--- src/rtl/lec_pkg.sv ---
package lec_pkg;
  localparam int NUM_SRC  = 10;
  localparam int NUM_STAT = 11;
  localparam int DATA_W   = 16;

  localparam int B_TREF = 0;
  localparam int B_HDR  = 1;
  localparam int B_MB   = 2;
  localparam int B_CRC  = 3;
  localparam int B_GBO  = 4;
  localparam int B_GBU  = 5;
  localparam int B_RDY  = 6;
  localparam int B_CDR  = 7;
  localparam int B_ECCF = 8;
  localparam int B_PLL  = 9;
  localparam int B_ESC  = 10;

  typedef enum logic [1:0] {A_STAT = 2'd0, A_EN = 2'd1, A_CTRL = 2'd2, A_ECC = 2'd3} reg_addr_e;

  typedef enum logic [2:0] {
    ACT_REPORT, ACT_REINIT, ACT_REINIT_OPT, ACT_RETRY, ACT_RESET
  } act_e;

  function automatic act_e src_action(int idx);
    case (idx)
      B_TREF:       return ACT_REINIT_OPT;
      B_HDR, B_MB:  return ACT_REINIT;
      B_CRC:        return ACT_RETRY;
      B_GBO, B_GBU: return ACT_RESET;
      default:      return ACT_REPORT;
    endcase
  endfunction
endpackage

--- src/rtl/lec_status.sv ---
module lec_status
  import lec_pkg::*;
(
  input  logic                clk_i,
  input  logic                rst_ni,
  input  logic [NUM_STAT-1:0] set_i,
  input  logic [NUM_STAT-1:0] clr_i,
  input  logic [NUM_STAT-1:0] en_i,
  output logic [NUM_STAT-1:0] status_o,
  output logic                irq_o
);
  logic [NUM_STAT-1:0] status_q;

  always_ff @(posedge clk_i or negedge rst_ni) begin
    if (!rst_ni) status_q <= '0;
    else         status_q <= (status_q & ~clr_i) | set_i;
  end

  assign status_o = status_q;
  assign irq_o    = |(status_q & en_i);

  AST_STICKY: assert property (@(posedge clk_i) disable iff (!rst_ni)
    1'b1 |=> ((status_q & $past(status_q & ~clr_i)) == $past(status_q & ~clr_i)));
  AST_SET_LATCH: assert property (@(posedge clk_i) disable iff (!rst_ni)
    1'b1 |=> ((status_q & $past(set_i)) == $past(set_i)));
endmodule

--- src/rtl/lec_recovery.sv ---
module lec_recovery
  import lec_pkg::*;
#(
  parameter int HOLDOFF_CYC = 256,
  parameter int CRC_MAX     = 3
) (
  input  logic               clk_i,
  input  logic               rst_ni,
  input  logic [NUM_SRC-1:0] src_i,
  input  logic               tref_en_i,
  input  logic               esc_i,
  input  logic               esc_clr_i,
  input  logic               rst_clr_i,
  output logic               esc_set_o,
  output logic               reinit_o,
  output logic               rst_req_o
);
  localparam int HW = $clog2(HOLDOFF_CYC + 1);
  localparam int CW = $clog2(CRC_MAX + 1);

  logic [NUM_SRC-1:0] hard_v, rst_v, crc_v;
  logic [HW-1:0]      hold_q;
  logic [CW-1:0]      crc_cnt_q;
  logic               reinit_q, rst_req_q;
  logic               hard_trig, crc_trig, idle, crc_go, fire;

  for (genvar i = 0; i < NUM_SRC; i++) begin : g_src
    localparam act_e ACT = src_action(i);
    assign hard_v[i] = src_i[i] & ((ACT == ACT_REINIT) | ((ACT == ACT_REINIT_OPT) & tref_en_i));
    assign rst_v[i]  = src_i[i] & (ACT == ACT_RESET);
    assign crc_v[i]  = src_i[i] & (ACT == ACT_RETRY);
  end

  assign hard_trig = |hard_v;
  assign crc_trig  = |crc_v;
  assign idle      = (hold_q == '0);
  assign crc_go    = crc_trig && !esc_i && (crc_cnt_q < CW'(CRC_MAX));
  assign fire      = idle && (hard_trig || crc_go);
  assign esc_set_o = idle && crc_trig && !hard_trig && !esc_i && (crc_cnt_q == CW'(CRC_MAX));

  always_ff @(posedge clk_i or negedge rst_ni) begin
    if (!rst_ni) begin
      reinit_q  <= 1'b0;
      hold_q    <= '0;
      crc_cnt_q <= '0;
      rst_req_q <= 1'b0;
    end else begin
      reinit_q <= fire;
      if (fire)        hold_q <= HW'(HOLDOFF_CYC);
      else if (!idle)  hold_q <= hold_q - 1'b1;
      if (esc_clr_i)               crc_cnt_q <= '0;
      else if (fire && hard_trig)  crc_cnt_q <= '0;
      else if (fire)               crc_cnt_q <= crc_cnt_q + 1'b1;
      if (|rst_v)          rst_req_q <= 1'b1;
      else if (rst_clr_i)  rst_req_q <= 1'b0;
    end
  end

  assign reinit_o  = reinit_q;
  assign rst_req_o = rst_req_q;

  AST_REINIT_PULSE: assert property (@(posedge clk_i) disable iff (!rst_ni)
    reinit_q |=> !reinit_q);
  AST_HOLDOFF_QUIET: assert property (@(posedge clk_i) disable iff (!rst_ni)
    (hold_q != '0) |=> !reinit_q);
  AST_ESC_BLOCK: assert property (@(posedge clk_i) disable iff (!rst_ni)
    (esc_i && crc_trig && !hard_trig) |=> !reinit_q);
  AST_RST_HOLD: assert property (@(posedge clk_i) disable iff (!rst_ni)
    (rst_req_q && !rst_clr_i) |=> rst_req_q);
endmodule

--- src/rtl/lec_ecc_cnt.sv ---
module lec_ecc_cnt #(
  parameter int CNT_W = 16
) (
  input  logic             clk_i,
  input  logic             rst_ni,
  input  logic             inc_i,
  input  logic             clr_i,
  output logic [CNT_W-1:0] cnt_o
);
  logic [CNT_W-1:0] cnt_q;
  logic             sat;

  assign sat = &cnt_q;

  always_ff @(posedge clk_i or negedge rst_ni) begin
    if (!rst_ni)            cnt_q <= '0;
    else if (clr_i)         cnt_q <= '0;
    else if (inc_i && !sat) cnt_q <= cnt_q + 1'b1;
  end

  assign cnt_o = cnt_q;

  AST_ECC_SAT: assert property (@(posedge clk_i) disable iff (!rst_ni)
    (sat && !clr_i) |=> (&cnt_q));
  AST_ECC_CLR: assert property (@(posedge clk_i) disable iff (!rst_ni)
    clr_i |=> (cnt_q == '0));
endmodule

--- src/rtl/lnk_err_ctrl.sv ---
module lnk_err_ctrl
  import lec_pkg::*;
#(
  parameter int HOLDOFF_CYC = 256,
  parameter int CRC_MAX     = 3,
  parameter int ECC_W       = 16
) (
  input  logic               clk_i,
  input  logic               rst_ni,
  input  logic [NUM_SRC-1:0] err_i,
  input  logic               ecc_corr_i,
  input  logic               link_up_i,
  input  logic               reg_we_i,
  input  logic [1:0]         reg_addr_i,
  input  logic [DATA_W-1:0]  reg_wdata_i,
  output logic [DATA_W-1:0]  reg_rdata_o,
  output logic               irq_o,
  output logic               reinit_o,
  output logic               rst_req_o
);
  logic [NUM_STAT-1:0] en_q, status, set_v, clr_v;
  logic [NUM_SRC-1:0]  src_q;
  logic [ECC_W-1:0]    ecc_cnt;
  logic                tref_en_q, esc_set;
  logic                wr_stat, wr_en, wr_ctrl, wr_ecc;

  assign wr_stat = reg_we_i && (reg_addr_e'(reg_addr_i) == A_STAT);
  assign wr_en   = reg_we_i && (reg_addr_e'(reg_addr_i) == A_EN);
  assign wr_ctrl = reg_we_i && (reg_addr_e'(reg_addr_i) == A_CTRL);
  assign wr_ecc  = reg_we_i && (reg_addr_e'(reg_addr_i) == A_ECC);

  // PLL loss only counts while the link is up
  always_comb begin
    src_q        = err_i;
    src_q[B_PLL] = err_i[B_PLL] & link_up_i;
  end

  assign set_v = {esc_set, src_q};
  assign clr_v = wr_stat ? reg_wdata_i[NUM_STAT-1:0] : '0;

  always_ff @(posedge clk_i or negedge rst_ni) begin
    if (!rst_ni) begin
      en_q      <= '0;
      tref_en_q <= 1'b1;
    end else begin
      if (wr_en)   en_q      <= reg_wdata_i[NUM_STAT-1:0];
      if (wr_ctrl) tref_en_q <= reg_wdata_i[0];
    end
  end

  lec_status u_status (
    .clk_i, .rst_ni,
    .set_i(set_v), .clr_i(clr_v), .en_i(en_q),
    .status_o(status), .irq_o(irq_o)
  );

  lec_recovery #(.HOLDOFF_CYC(HOLDOFF_CYC), .CRC_MAX(CRC_MAX)) u_recovery (
    .clk_i, .rst_ni,
    .src_i(src_q), .tref_en_i(tref_en_q),
    .esc_i(status[B_ESC]), .esc_clr_i(clr_v[B_ESC]),
    .rst_clr_i(wr_ctrl && reg_wdata_i[1]),
    .esc_set_o(esc_set), .reinit_o(reinit_o), .rst_req_o(rst_req_o)
  );

  lec_ecc_cnt #(.CNT_W(ECC_W)) u_ecc (
    .clk_i, .rst_ni,
    .inc_i(ecc_corr_i), .clr_i(wr_ecc), .cnt_o(ecc_cnt)
  );

  always_comb begin
    reg_rdata_o = '0;
    case (reg_addr_e'(reg_addr_i))
      A_STAT:  reg_rdata_o[NUM_STAT-1:0] = status;
      A_EN:    reg_rdata_o[NUM_STAT-1:0] = en_q;
      A_CTRL:  reg_rdata_o[1:0]          = {rst_req_o, tref_en_q};
      default: reg_rdata_o               = DATA_W'(ecc_cnt);
    endcase
  end

  AST_IRQ_MASKED: assert property (@(posedge clk_i) disable iff (!rst_ni)
    (en_q == '0) |-> !irq_o);
  AST_TREF_OFF: assert property (@(posedge clk_i) disable iff (!rst_ni)
    (!tref_en_q && (err_i & ~(NUM_SRC'(1) << B_TREF)) == '0) |=> !reinit_o);
  AST_REPORT_ONLY: assert property (@(posedge clk_i) disable iff (!rst_ni)
    (!rst_req_o && (err_i & NUM_SRC'(10'b0000110000)) == '0) |=> !rst_req_o || $past(wr_ctrl));
endmodule

--- config.mk ---
export PLATFORM = sky130hd
export DESIGN_NAME = lnk_err_ctrl
export DESIGN_NICKNAME = d
export VERILOG_FILES = /design/src/rtl/lec_pkg.sv /design/src/rtl/lec_status.sv /design/src/rtl/lec_recovery.sv /design/src/rtl/lec_ecc_cnt.sv /design/src/rtl/lnk_err_ctrl.sv
export SDC_FILE = /design/constraint.sdc
export NUM_CORES = 1
export LEC_CHECK = 0
export BUFFER_PORTS_ARGS = -buffer_cell sky130_fd_sc_hd__clkbuf_2
export CORE_ASPECT_RATIO = 0.5
export CORE_MARGIN = 3
export CORE_UTILIZATION = 52
export CTS_CLUSTER_DIAMETER = 120
export DETAILED_ROUTE_END_ITERATION = 10
export PLACE_DENSITY = 0.87
export SLEW_MARGIN = 25
export SYNTH_ARGS = -nofsm -noshare
export SYNTH_HDL_FRONTEND = slang
export SYNTH_SLANG_ARGS = --single-unit
--- constraint.sdc ---
create_clock -name clk_i -period 2.1 [get_ports clk_i]
set_input_delay 0 -clock clk_i [delete_from_list [all_inputs] [get_ports clk_i]]
set_output_delay 0 -clock clk_i [all_outputs]
set_load 0.01 [all_outputs]
==> results of run 1 <==
## synth_stat cells (all sizes together) (4+ instances only)
| cell | count | area share |
|---|---|---|
| clkbuf | 6 | 0.0083 |
| nand2 | 20 | 0.028 |
| or3 | 10 | 0.023 |
| o31ai | 4 | 0.011 |
| a22o | 12 | 0.039 |
| or4 | 4 | 0.012 |
| o21ai | 14 | 0.027 |
| nand3 | 9 | 0.017 |
| a21oi | 12 | 0.026 |
| nand4 | 5 | 0.016 |
| a21o | 10 | 0.028 |
| nor2 | 10 | 0.015 |
| xor2 | 4 | 0.013 |
| mux2 | 22 | 0.091 |
| dfrtp | 51 | 0.47 |
| buf | 4 | 0.0096 |
| and3 | 10 | 0.023 |
## layer usage
layer | vias up | track usage | wire, microns
li1 | 1100 | - | -
met1 | 1189 | 0.320 | 2940
met2 | 117 | 0.414 | 3450
met3 | 19 | 0.0475 | 524
met4 | 0 | 0.0845 | 157
met5 | - | 0 | 0
## final timing paths
check	from	end	slack, ns	depth (start not counted)
hold reg to reg	u_recovery.hold_q[5]$_DFFE_PN0P_	u_recovery.hold_q[5]$_DFFE_PN0P_	0.50	1
setup reg to reg	u_ecc.cnt_o[1]$_DFFE_PN0P_	u_ecc.cnt_o[5]$_DFFE_PN0P_	0.14	6
hold / removal	reg_we_i	u_ecc.cnt_o[1]$_DFFE_PN0P_	0.09	4
min in group asynchronous	rst_ni	u_ecc.cnt_o[7]$_DFFE_PN0P_	0.28	2
max in group asynchronous	rst_ni	tref_en_q$_DFFE_PN1P_	1.09	3
setup / recovery	u_ecc.cnt_o[1]$_DFFE_PN0P_	u_ecc.cnt_o[5]$_DFFE_PN0P_	0.14	6
## registers in the layout, indices dropped and copies added, names as in the netlist
name,flops
u_status.status_o,11
tref_en_q,1
u_ecc.cnt_o,16
u_recovery.hold_q,9
u_recovery.reinit_o,1
en_q,11
u_recovery.crc_cnt_q,2
u_recovery.rst_req_o,1
## tightest hold or removal path, cell delays in order
cell,delay (ns)
clkbuf_2,0.13
nand3_1,0.11
nand2_1,0.08
o21ai_1,0.06
## cells by family (layout without fill, tap and decap cells)
family          after synthesis  count (layout)  synth area share
simple gates                 85              85             0.179
compound gates               64              64             0.178
flops                        52              52             0.478
mux                          25              25             0.111
buf+inv                      13              95            0.0220
xor+xnor                      6               6            0.0193
fa+ha+maj                     3               3            0.0138
## timing repair
| item | in CTS | in global routing |
|---|---|---|
| endpoints found under the hold margin | 52 | 0 |
| hold buffers | 32 | 0 |
| endpoints found under the setup margin | 0 | 0 |
## power by group through the flow
stage / Sequential [W] / Combinational, W / Clock (W)
floorplan: 0.00117 / 0.000267 / 0
global placement: 0.00121 / 0.000358 / 0
detailed placement: 0.00122 / 0.000373 / 0
CTS: 0.00120 / 0.000420 / 0.000691
global route: 0.00122 / 0.000471 / 0.000742
finish: 0.00121 / 0.000434 / 0.000694
## layout make-up
class	count	area, sq um
Sequential cell	52	1300
Clock inverter	2	35.0
Multi-Input combinational cell	183	1370
Inverter	3	11.3
Clock buffer	6	72.6
Tap cell	66	82.6
Fill cell	290	1260
Timing Repair Buffer	84	596
## per-stage QoR
step | worst slack [ns] | utilization | hold WS (ns) | instances
final | 0.143 | 0.734 | 0.0950 | 396
after global routing | 0.0636 | 0.734 | 0.123 | 396
after CTS | 0.205 | 0.734 | 0.0966 | 396
after detailed placement | 0.236 | 0.643 | 0.113 | 356
after global placement | 0.289 | 0.643 | 0.0928 | 356
after floorplan | 0.321 | - | -0.296 | 248
==> flow_summary_export.csv, run 1 <==
group,metric,value,unit
die,ios,52,
clock_network,cts_made_buffers,5,
power_and_ir_drop,power_frac_clock,0.297,
grt,antenna_found_initial,0,
route,drt_first_pass_iters,5,
timing,skew,0.0115,ns
synthesis,synth_area,2730,sq um
die,dieArea,6200,sq um
power_and_ir_drop,total_power,0.00233,W
timing,hold_viol_final,0,
die,rows,17,
placed_design,dpl_cell_area,3040,sq um
grt,grt_usage,0.245,
synthesis,synth_seq_cells,52,
die,coreArea,4720,sq um
power_and_ir_drop,p_leak,1.51,nW
route,drc,0,
power_and_ir_drop,peakVddDrop,0.000490,V
critical_path,cp_max_fo,17,
placed_design,port_buffers,46,
synthesis,synth_nets,284,
route,wl_per_cell,17.9,microns
critical_path,setup.worst_path.start_class,"register",
power_and_ir_drop,switching_power,0.000659,W
critical_path,worstPathArrival,2.11,ns
cells_and_area,antenna_cells,0,
placed_design,dp_hpwl,4590,microns
critical_path,crit_family,"compound AO/OA/AOI/OAI gates",
grt,grt_pass1_wl,11800,microns
synthesis,ys.flop_type,"dfrtp_1",
timing,max_freq,0.511,GHz
synthesis,async_flop_share,1.00,
worst_hold_path,holdCritPathClass,"in -> reg",
critical_path,cp-end-kind,"register",
synthesis,ys_seq_area_frac,0.478,
run,max-cap-violations,0,
synthesis,synth_edf_count,0,
critical_path,crit_buf_inv,1,
route,drtIter0Drc,132,
route,totalWireLength,7080,microns
cells_and_area,final_common_cell,"dfrtp_1",
route,viasPerCell,6.12,
power_and_ir_drop,switching_share,0.282,
critical_path,cpPeakStageDelay,0.45,ns
clock_network,htreeDepth,2,
timing,drv_slew,0,
die,die_width,108,microns
cells_and_area,nNetsFinal,365,
route,ant_nets,0,
timing,rsz0062_at_grt,"no",
clock_network,worstSkewPairLatency,0.31,ns
clock_network,post_cts_buffers,0,
timing,post-route-min-period,1.96,ns
critical_path,crit_chain,"ha_1 > nand4_2 > o41ai_4 > buf_4 > or3_1 > a21oi_1",
power_and_ir_drop,combPwrFrac,0.186,
clock_network,path_clk_slew,0.10,ns
run_status,status,"finished, final reports clean",
timing,slew_headroom,0.481,
grt,gr-total-overflow,0,
timing,setup_tns,0,ns
clock_network,cts_tree,"built",
cells_and_area,syn_to_final_growth,27.0,%
clock_network,cts_sinks,52,
grt,grt_start_max_net_pins,32,
grt,grt_pass1_vias,2446,
die,die_h,57.2,microns
clock_network,cts_resized,0,
placed_design,gp_congestion,0.846,
cells_and_area,fin_area,3460,sq um
synthesis,yosys_warnings,0,
timing,setup_violations,0,
power_and_ir_drop,seqPwrFrac,0.517,
clock_network,cts-root-buf,"clkbuf_8",
cells_and_area,layout_common_cells,"dfrtp_1, clkbuf_2, dlygate4sd3_1",
synthesis,syn_avg_cell_area,11.0,sq um
route,via_count,2425,
synthesis,synth.distinct_cells,49,
cells_and_area,drive_above_1_share,0.285,
critical_path,setup.worst_path.class,"reg -> reg",
timing,fin_crit_sh,0.932,
timing,worstMarginPinSlew,0.778,ns
power_and_ir_drop,p_int,0.00167,W
power_and_ir_drop,power.density,673,nW/um^2
clock_network,clock_path_buffers,2,
die,initial_core_util,0.578,
synthesis,synthCells,248,
critical_path,worstPathRequired,2.26,ns
critical_path,crit_slowest_cell,"dfrtp_1",
(Power assumes the default switching activity.)
==> run 2: changes to the inputs <==
--- a/config.mk
+++ b/config.mk
@@ -5,13 +5,14 @@
 export SDC_FILE = /design/constraint.sdc
 export NUM_CORES = 1
 export LEC_CHECK = 0
+export ABC_AREA = 1
 export BUFFER_PORTS_ARGS = -buffer_cell sky130_fd_sc_hd__clkbuf_2
 export CORE_ASPECT_RATIO = 0.5
 export CORE_MARGIN = 3
 export CORE_UTILIZATION = 52
 export CTS_CLUSTER_DIAMETER = 120
 export DETAILED_ROUTE_END_ITERATION = 10
-export PLACE_DENSITY = 0.87
+export PLACE_DENSITY = 0.86
 export SLEW_MARGIN = 25
 export SYNTH_ARGS = -nofsm -noshare
 export SYNTH_HDL_FRONTEND = slang
==> run 2 against run 1 <==
  * Fmax is 9.9% higher
  * Cell area is 2.5% higher
  * Global-route usage is 2.1 points lower
  * Critical endpoint is now u_ecc.cnt_o[15]$_DFFE_PN0P_
  * Largest cell class unchanged
  * Largest power group unchanged
  * Highest routed layer unchanged
==> flow_summary_export.csv, run 2 <==
group,metric,value,unit
grt,grt_pass1_vias,2642,
timing,slew_headroom,0.572,
cells_and_area,drive_above_1_share,0.154,
route,drtIter0Drc,251,
run,max-cap-violations,0,
clock_network,clock_path_buffers,2,
power_and_ir_drop,switching_share,0.302,
route,drc,0,
synthesis,syn_avg_cell_area,7.35,sq um
placed_design,dpl_cell_area,3170,sq um
cells_and_area,syn_to_final_growth,23.8,%
synthesis,yosys_warnings,0,
cells_and_area,antenna_cells,0,
cells_and_area,fin_area,3550,sq um
synthesis,synth_top_area_share,0.445,
clock_network,cts_sinks,52,
critical_path,worstPathRequired,2.31,ns
clock_network,cts_tree,"built",
timing,drv_slew,0,
clock_network,cts_resized,0,
clock_network,htreeDepth,2,
route,totalWireLength,6920,microns
cells_and_area,nNetsFinal,503,
grt,antenna_found_initial,0,
power_and_ir_drop,power_frac_clock,0.287,
timing,rsz0062_at_grt,"no",
placed_design,port_buffers,46,
critical_path,cp-end-kind,"register",
route,viasPerCell,5.25,
cells_and_area,nFillCells,403,
power_and_ir_drop,seqPwrFrac,0.545,
timing,worstMarginPinSlew,0.642,ns
route,wl_per_cell,12.9,microns
synthesis,yosysTopAreaCell,"dfrtp_1",
synthesis,ys_top_cells_by_count,"nand2_1, dfrtp_1, inv_1",
synthesis,synth_edf_count,0,
power_and_ir_drop,power.density,593,nW/um^2
run_status,status,"finished, final reports clean",
placed_design,gp_congestion,0.878,
power_and_ir_drop,p_int,0.00147,W
power_and_ir_drop,switching_power,0.000637,W
clock_network,cts_made_buffers,5,
critical_path,cp_max_fo,16,
critical_path,setup.worst_path.start_class,"register",
synthesis,async_flop_share,1.00,
die,coreArea,5110,sq um
grt,grt_usage,0.224,
worst_hold_path,holdCritPathClass,"in -> reg",
die,initial_core_util,0.561,
timing,skew,0.00645,ns
timing,setup_tns,0,ns
route,via_count,2825,
grt,grt_start_max_net_pins,53,
die,die_h,58.5,microns
route,ant_nets,0,
synthesis,synth_nets,426,
synthesis,synth.distinct_cells,29,
synthesis,netlist_top_cells_area,"dfrtp_1, nand2_1, inv_1",
clock_network,worstSkewPairLatency,0.31,ns
synthesis,synth_area,2870,sq um
route,drt_first_pass_iters,4,
timing,fin_crit_sh,0.848,
die,rows,18,
power_and_ir_drop,peakVddDrop,0.000359,V
timing,setup_violations,0,
die,die_width,111,microns
cells_and_area,largest_reg_flops,16,
power_and_ir_drop,p_leak,1.76,nW
clock_network,path_clk_slew,0.10,ns
cells_and_area,layout_common_cells,"nand2_1, dfrtp_1, clkbuf_2",
cells_and_area,final_common_cell,"nand2_1",
timing,hold_viol_final,0,
synthesis,ys_seq_area_frac,0.454,
clock_network,cts-root-buf,"clkbuf_8",
synthesis,synth_seq_cells,52,
synthesis,ys.flop_type,"dfrtp_1",
die,ios,52,
synthesis,yosysMostFrequentCell,"nand2_1",
critical_path,setup.worst_path.class,"reg -> reg",
timing,max_freq,0.561,GHz
timing,post-route-min-period,1.78,ns
grt,gr-total-overflow,0,
synthesis,synthCells,390,
power_and_ir_drop,combPwrFrac,0.168,
placed_design,dp_hpwl,4680,microns
critical_path,worstPathArrival,1.99,ns
die,dieArea,6500,sq um
grt,grt_pass1_wl,11900,microns
## run 2: per-stage QoR
| stage | std cells | utilization | hold WS (ns) | power (W) | setup slack, ns |
|---|---|---|---|---|---|
| 2_1_floorplan | 390 | - | -0.296 | 0.00134 | 0.573 |
| 3_3_place_gp | 501 | 0.619 | 0.164 | 0.00146 | 0.401 |
| 3_5_place_dp | 501 | 0.619 | 0.159 | 0.00147 | 0.355 |
| 4_1_cts | 538 | 0.695 | 0.0367 | 0.00211 | 0.332 |
| 5_1_grt | 538 | 0.695 | 0.0677 | 0.00222 | 0.170 |
| 6_report | 538 | 0.695 | 0.0474 | 0.00211 | 0.319 |
## run 2: what timing repair did
item / 4_1_cts / 5_1_grt
hold buffers: 29 / 0
endpoints found under the hold margin: 74 / 0
setup buffers: 0 / 0
## run 2: worst paths after layout
| check | cells past startpoint | from | slack (ns) | to |
|---|---|---|---|---|
| setup / recovery | 9 | u_ecc.cnt_o[0]$_DFFE_PN0P_ | 0.32 | u_ecc.cnt_o[15]$_DFFE_PN0P_ |
| hold / removal | 5 | ecc_corr_i | 0.05 | u_ecc.cnt_o[8]$_DFFE_PN0P_ |
| setup reg to reg | 9 | u_ecc.cnt_o[0]$_DFFE_PN0P_ | 0.32 | u_ecc.cnt_o[15]$_DFFE_PN0P_ |
| hold reg to reg | 1 | u_recovery.hold_q[4]$_DFFE_PN0P_ | 0.50 | u_recovery.hold_q[4]$_DFFE_PN0P_ |
| max in group asynchronous | 3 | rst_ni | 1.34 | u_recovery.hold_q[4]$_DFFE_PN0P_ |
| min in group asynchronous | 3 | rst_ni | 0.33 | u_ecc.cnt_o[12]$_DFFE_PN0P_ |
## run 2: layout make-up
class | instances | area, sq um | share of cell area
Multi-Input combinational cell | 284 | 1350 | 0.381
Sequential cell | 52 | 1300 | 0.367
Timing Repair Buffer | 78 | 543 | 0.153
Inverter | 46 | 173 | 0.0486
Tap cell | 70 | 87.6 | 0.0247
Clock buffer | 5 | 68.8 | 0.0194
Clock inverter | 3 | 25.0 | 0.00705
## run 2: power groups by stage
stage	Sequential, W	Clock, W	Combinational [W]
after floorplan	0.00113	0	0.000211
after global placement	0.00116	0	0.000301
after detailed placement	0.00116	0	0.000311
after CTS	0.00114	0.000615	0.000353
after global routing	0.00116	0.000657	0.000403
final	0.00115	0.000604	0.000354
## run 2: logic make-up after synthesis
group / share of synthesized area
mux: 0.00393
flops: 0.454
fa+ha+maj: 0.0131
compound gates: 0.0702
simple gates: 0.360
xor+xnor: 0.0244
buf+inv: 0.0746
## run 2: per-layer routing
metal  part of all wire  vias to the layer above  wire [microns]  track usage
met5                  0                        -               0            0
met4             0.0075                        0              52       0.0503
met3              0.060                        6             418       0.0483
met2               0.48                       86            3290        0.387
met1               0.46                     1328            3160        0.299
li1                   -                     1405               -            -
## run 2: worst max-delay path, stage by stage (launching register included)
cell	delay, ns
dfrtp_1	0.44
ha_1	0.29
nand3_2	0.12
inv_2	0.07
nand2_2	0.08
nor2_4	0.05
nor2_4	0.37
nor2_8	0.12
nand2_1	0.09
nand2_1	0.05
==> run 3: changes to the inputs <==
--- a/config.mk
+++ b/config.mk
@@ -9,10 +9,10 @@
 export BUFFER_PORTS_ARGS = -buffer_cell sky130_fd_sc_hd__clkbuf_2
 export CORE_ASPECT_RATIO = 0.5
 export CORE_MARGIN = 3
-export CORE_UTILIZATION = 52
+export CORE_UTILIZATION = 50
 export CTS_CLUSTER_DIAMETER = 120
 export DETAILED_ROUTE_END_ITERATION = 10
-export PLACE_DENSITY = 0.86
+export PLACE_DENSITY = 0.87
 export SLEW_MARGIN = 25
 export SYNTH_ARGS = -nofsm -noshare
 export SYNTH_HDL_FRONTEND = slang
==> constraint.sdc (replaced) <==
create_clock -name clk_i -period 1.5 [get_ports clk_i]
set_input_delay 0 -clock clk_i [delete_from_list [all_inputs] [get_ports clk_i]]
set_output_delay 0 -clock clk_i [all_outputs]
set_load 0.01 [all_outputs]
==> run 3 against run 2 <==
  * Largest cell class unchanged
  * Non-clock buffer count grew 25
  * Critical path type unchanged
  * Cell area rose by 9.7%
  * Cell count is 4.8% higher
  * Register-to-register slack worse by 0.29 ns
  * Flip-flop and latch count stayed put
  * Die area up 3.7%
  * Utilization grew 5.1 points
  * Sequential share of layout area decreased by 3.2 points
  * Combinational power grew 76%
  * Power increased by 61%
  * Global-route usage increased by 3.5 points
  * Clock power is 95% higher
==> flow_summary_export.csv, run 3 (same netlist as run 2, synthesis figures left out) <==
group,metric,value,unit
die,rows,18,
worst_hold_path,holdCritPathClass,"in -> reg",
timing,fin_crit_sh,0.982,
placed_design,port_buffers,46,
power_and_ir_drop,p_leak,1.95,nW
cells_and_area,drive_above_1_share,0.253,
route,drtIter0Drc,266,
power_and_ir_drop,total_power,0.00339,W
die,die_width,113,microns
run_status,status,"finished, final reports clean",
placed_design,dpl_cell_area,3350,sq um
grt,antenna_found_initial,0,
timing,drv_slew,0,
cells_and_area,nNetsFinal,529,
route,totalWireLength,8250,microns
clock_network,cts-root-buf,"clkbuf_16",
placed_design,dp_hpwl,5120,microns
route,drc,0,
route,viasPerCell,5.37,
cells_and_area,final_common_cell,"nand2_1",
cells_and_area,syn_to_final_growth,35.8,%
critical_path,cp-end-kind,"register",
critical_path,setup.worst_path.start_class,"register",
clock_network,htreeDepth,2,
timing,worstMarginPinSlew,0.551,ns
cells_and_area,layout_common_cells,"nand2_1, dfrtp_1, clkbuf_2",
cells_and_area,finalNonFillerCells,564,
critical_path,worstPathRequired,1.73,ns
clock_network,cts_sinks,52,
clock_network,path_clk_slew,0.07,ns
timing,rsz0062_at_grt,"yes",
timing,hold_viol_final,0,
cells_and_area,fin_area,3890,sq um
grt,grt_pass1_wl,13700,microns
die,dieArea,6740,sq um
placed_design,place_ws,-0.0568,ns
die,initial_core_util,0.549,
run,max-cap-violations,0,
grt,gr-total-overflow,0,
placed_design,dp_cells,524,
clock_network,clock_path_buffers,2,
cells_and_area,largest_reg_flops,16,
timing,slew_headroom,0.633,
clock_network,worstSkewPairLatency,0.29,ns
route,ant_nets,0,
die,ios,52,
timing,setup_violations,0,
power_and_ir_drop,power.density,869,nW/um^2
clock_network,cts_tree,"built",
timing,worst_slack,0.0274,ns
route,drt_first_pass_iters,5,
cells_and_area,antenna_cells,0,
timing,post-route-min-period,1.47,ns
timing,max_freq,0.679,GHz
timing,skew,0.00616,ns
power_and_ir_drop,peakVddDrop,0.000499,V
die,die_h,59.6,microns
route,via_count,3027,
die,coreArea,5230,sq um
clock_network,cts_made_buffers,5,
grt,grt_usage,0.259,
timing,whs,0.0186,ns
critical_path,cp_max_fo,7,
placed_design,gp_congestion,0.897,
route,wl_per_cell,14.6,microns
grt,grt_pass1_vias,2893,
critical_path,worstPathArrival,1.70,ns
critical_path,setup.worst_path.class,"reg -> reg",
grt,grt_start_max_net_pins,33,
## run 3: changes by cell type in the layout (fill, tap and decap cells not counted), sizes merged
cell         change
nor2             +1
dlygate4sd3      -7
inv              -1
clkinv           +1
buf             +31
clkbuf           +1
## run 3: timing repair
item	in CTS	in global routing
hold buffers	22	0
hold endpoints to repair	40	0
pin swaps	1	22
resized for setup	2	21
cloned	0	2
setup endpoints to repair	17	25
setup buffers	2	6
## run 3: critical path, cell delays in order (launching register included)
cell     delay, ns
dfrtp_1       0.36
ha_2          0.20
nand3_2       0.09
inv_2         0.08
nand2_2       0.06
nor2_4        0.09
nor2_4        0.06
buf_12        0.14
nor2_4        0.18
nand2_1       0.09
nand2_1       0.07
## run 3: routing by layer
metal  vias to the layer above  GRT usage  part of all wire
met5                         -          0                 0
met3                        29     0.0489             0.058
met4                         0     0.0873             0.027
met1                      1411      0.329              0.42
li1                       1453          -                 -
met2                       134      0.455              0.50
## run 3: area by class of cell
class	instances	area, sq um
clock inverter	3	27.5
inverter	46	175
multi-input combinational	285	1420
tap	70	87.6
clock buffer	5	125
timing repair buffer	103	756
fill	362	1330
sequential	52	1300
## run 3: power by group
part | switching [W] | total [W] | internal (W)
clock | 0.000544 | 0.00118 | 0.000634
sequential | 0.0000872 | 0.00159 | 0.00150
combinational | 0.000350 | 0.000623 | 0.000273
## run 3: worst paths after layout
check	startpoint	end	slack (ns)	cells past startpoint
hold reg to reg	u_recovery.crc_cnt_q[1]$_DFFE_PN0P_	u_recovery.crc_cnt_q[1]$_DFFE_PN0P_	0.49	2
min in group asynchronous	rst_ni	u_recovery.crc_cnt_q[0]$_DFFE_PN0P_	0.23	2
setup reg to reg	u_ecc.cnt_o[1]$_DFFE_PN0P_	u_ecc.cnt_o[9]$_DFFE_PN0P_	0.03	10
hold / removal	reg_wdata_i[4]	en_q[4]$_DFFE_PN0P_	0.02	3
max in group asynchronous	rst_ni	u_ecc.cnt_o[15]$_DFFE_PN0P_	0.71	3
setup / recovery	u_ecc.cnt_o[1]$_DFFE_PN0P_	u_ecc.cnt_o[9]$_DFFE_PN0P_	0.03	10
## run 3: stage by stage
stage,TNS (ns),util
after floorplan,0,-
after global placement,-0.133,0.642
after detailed placement,-0.689,0.642
after CTS,0,0.719
after global routing,-0.782,0.745
final,0,0.745
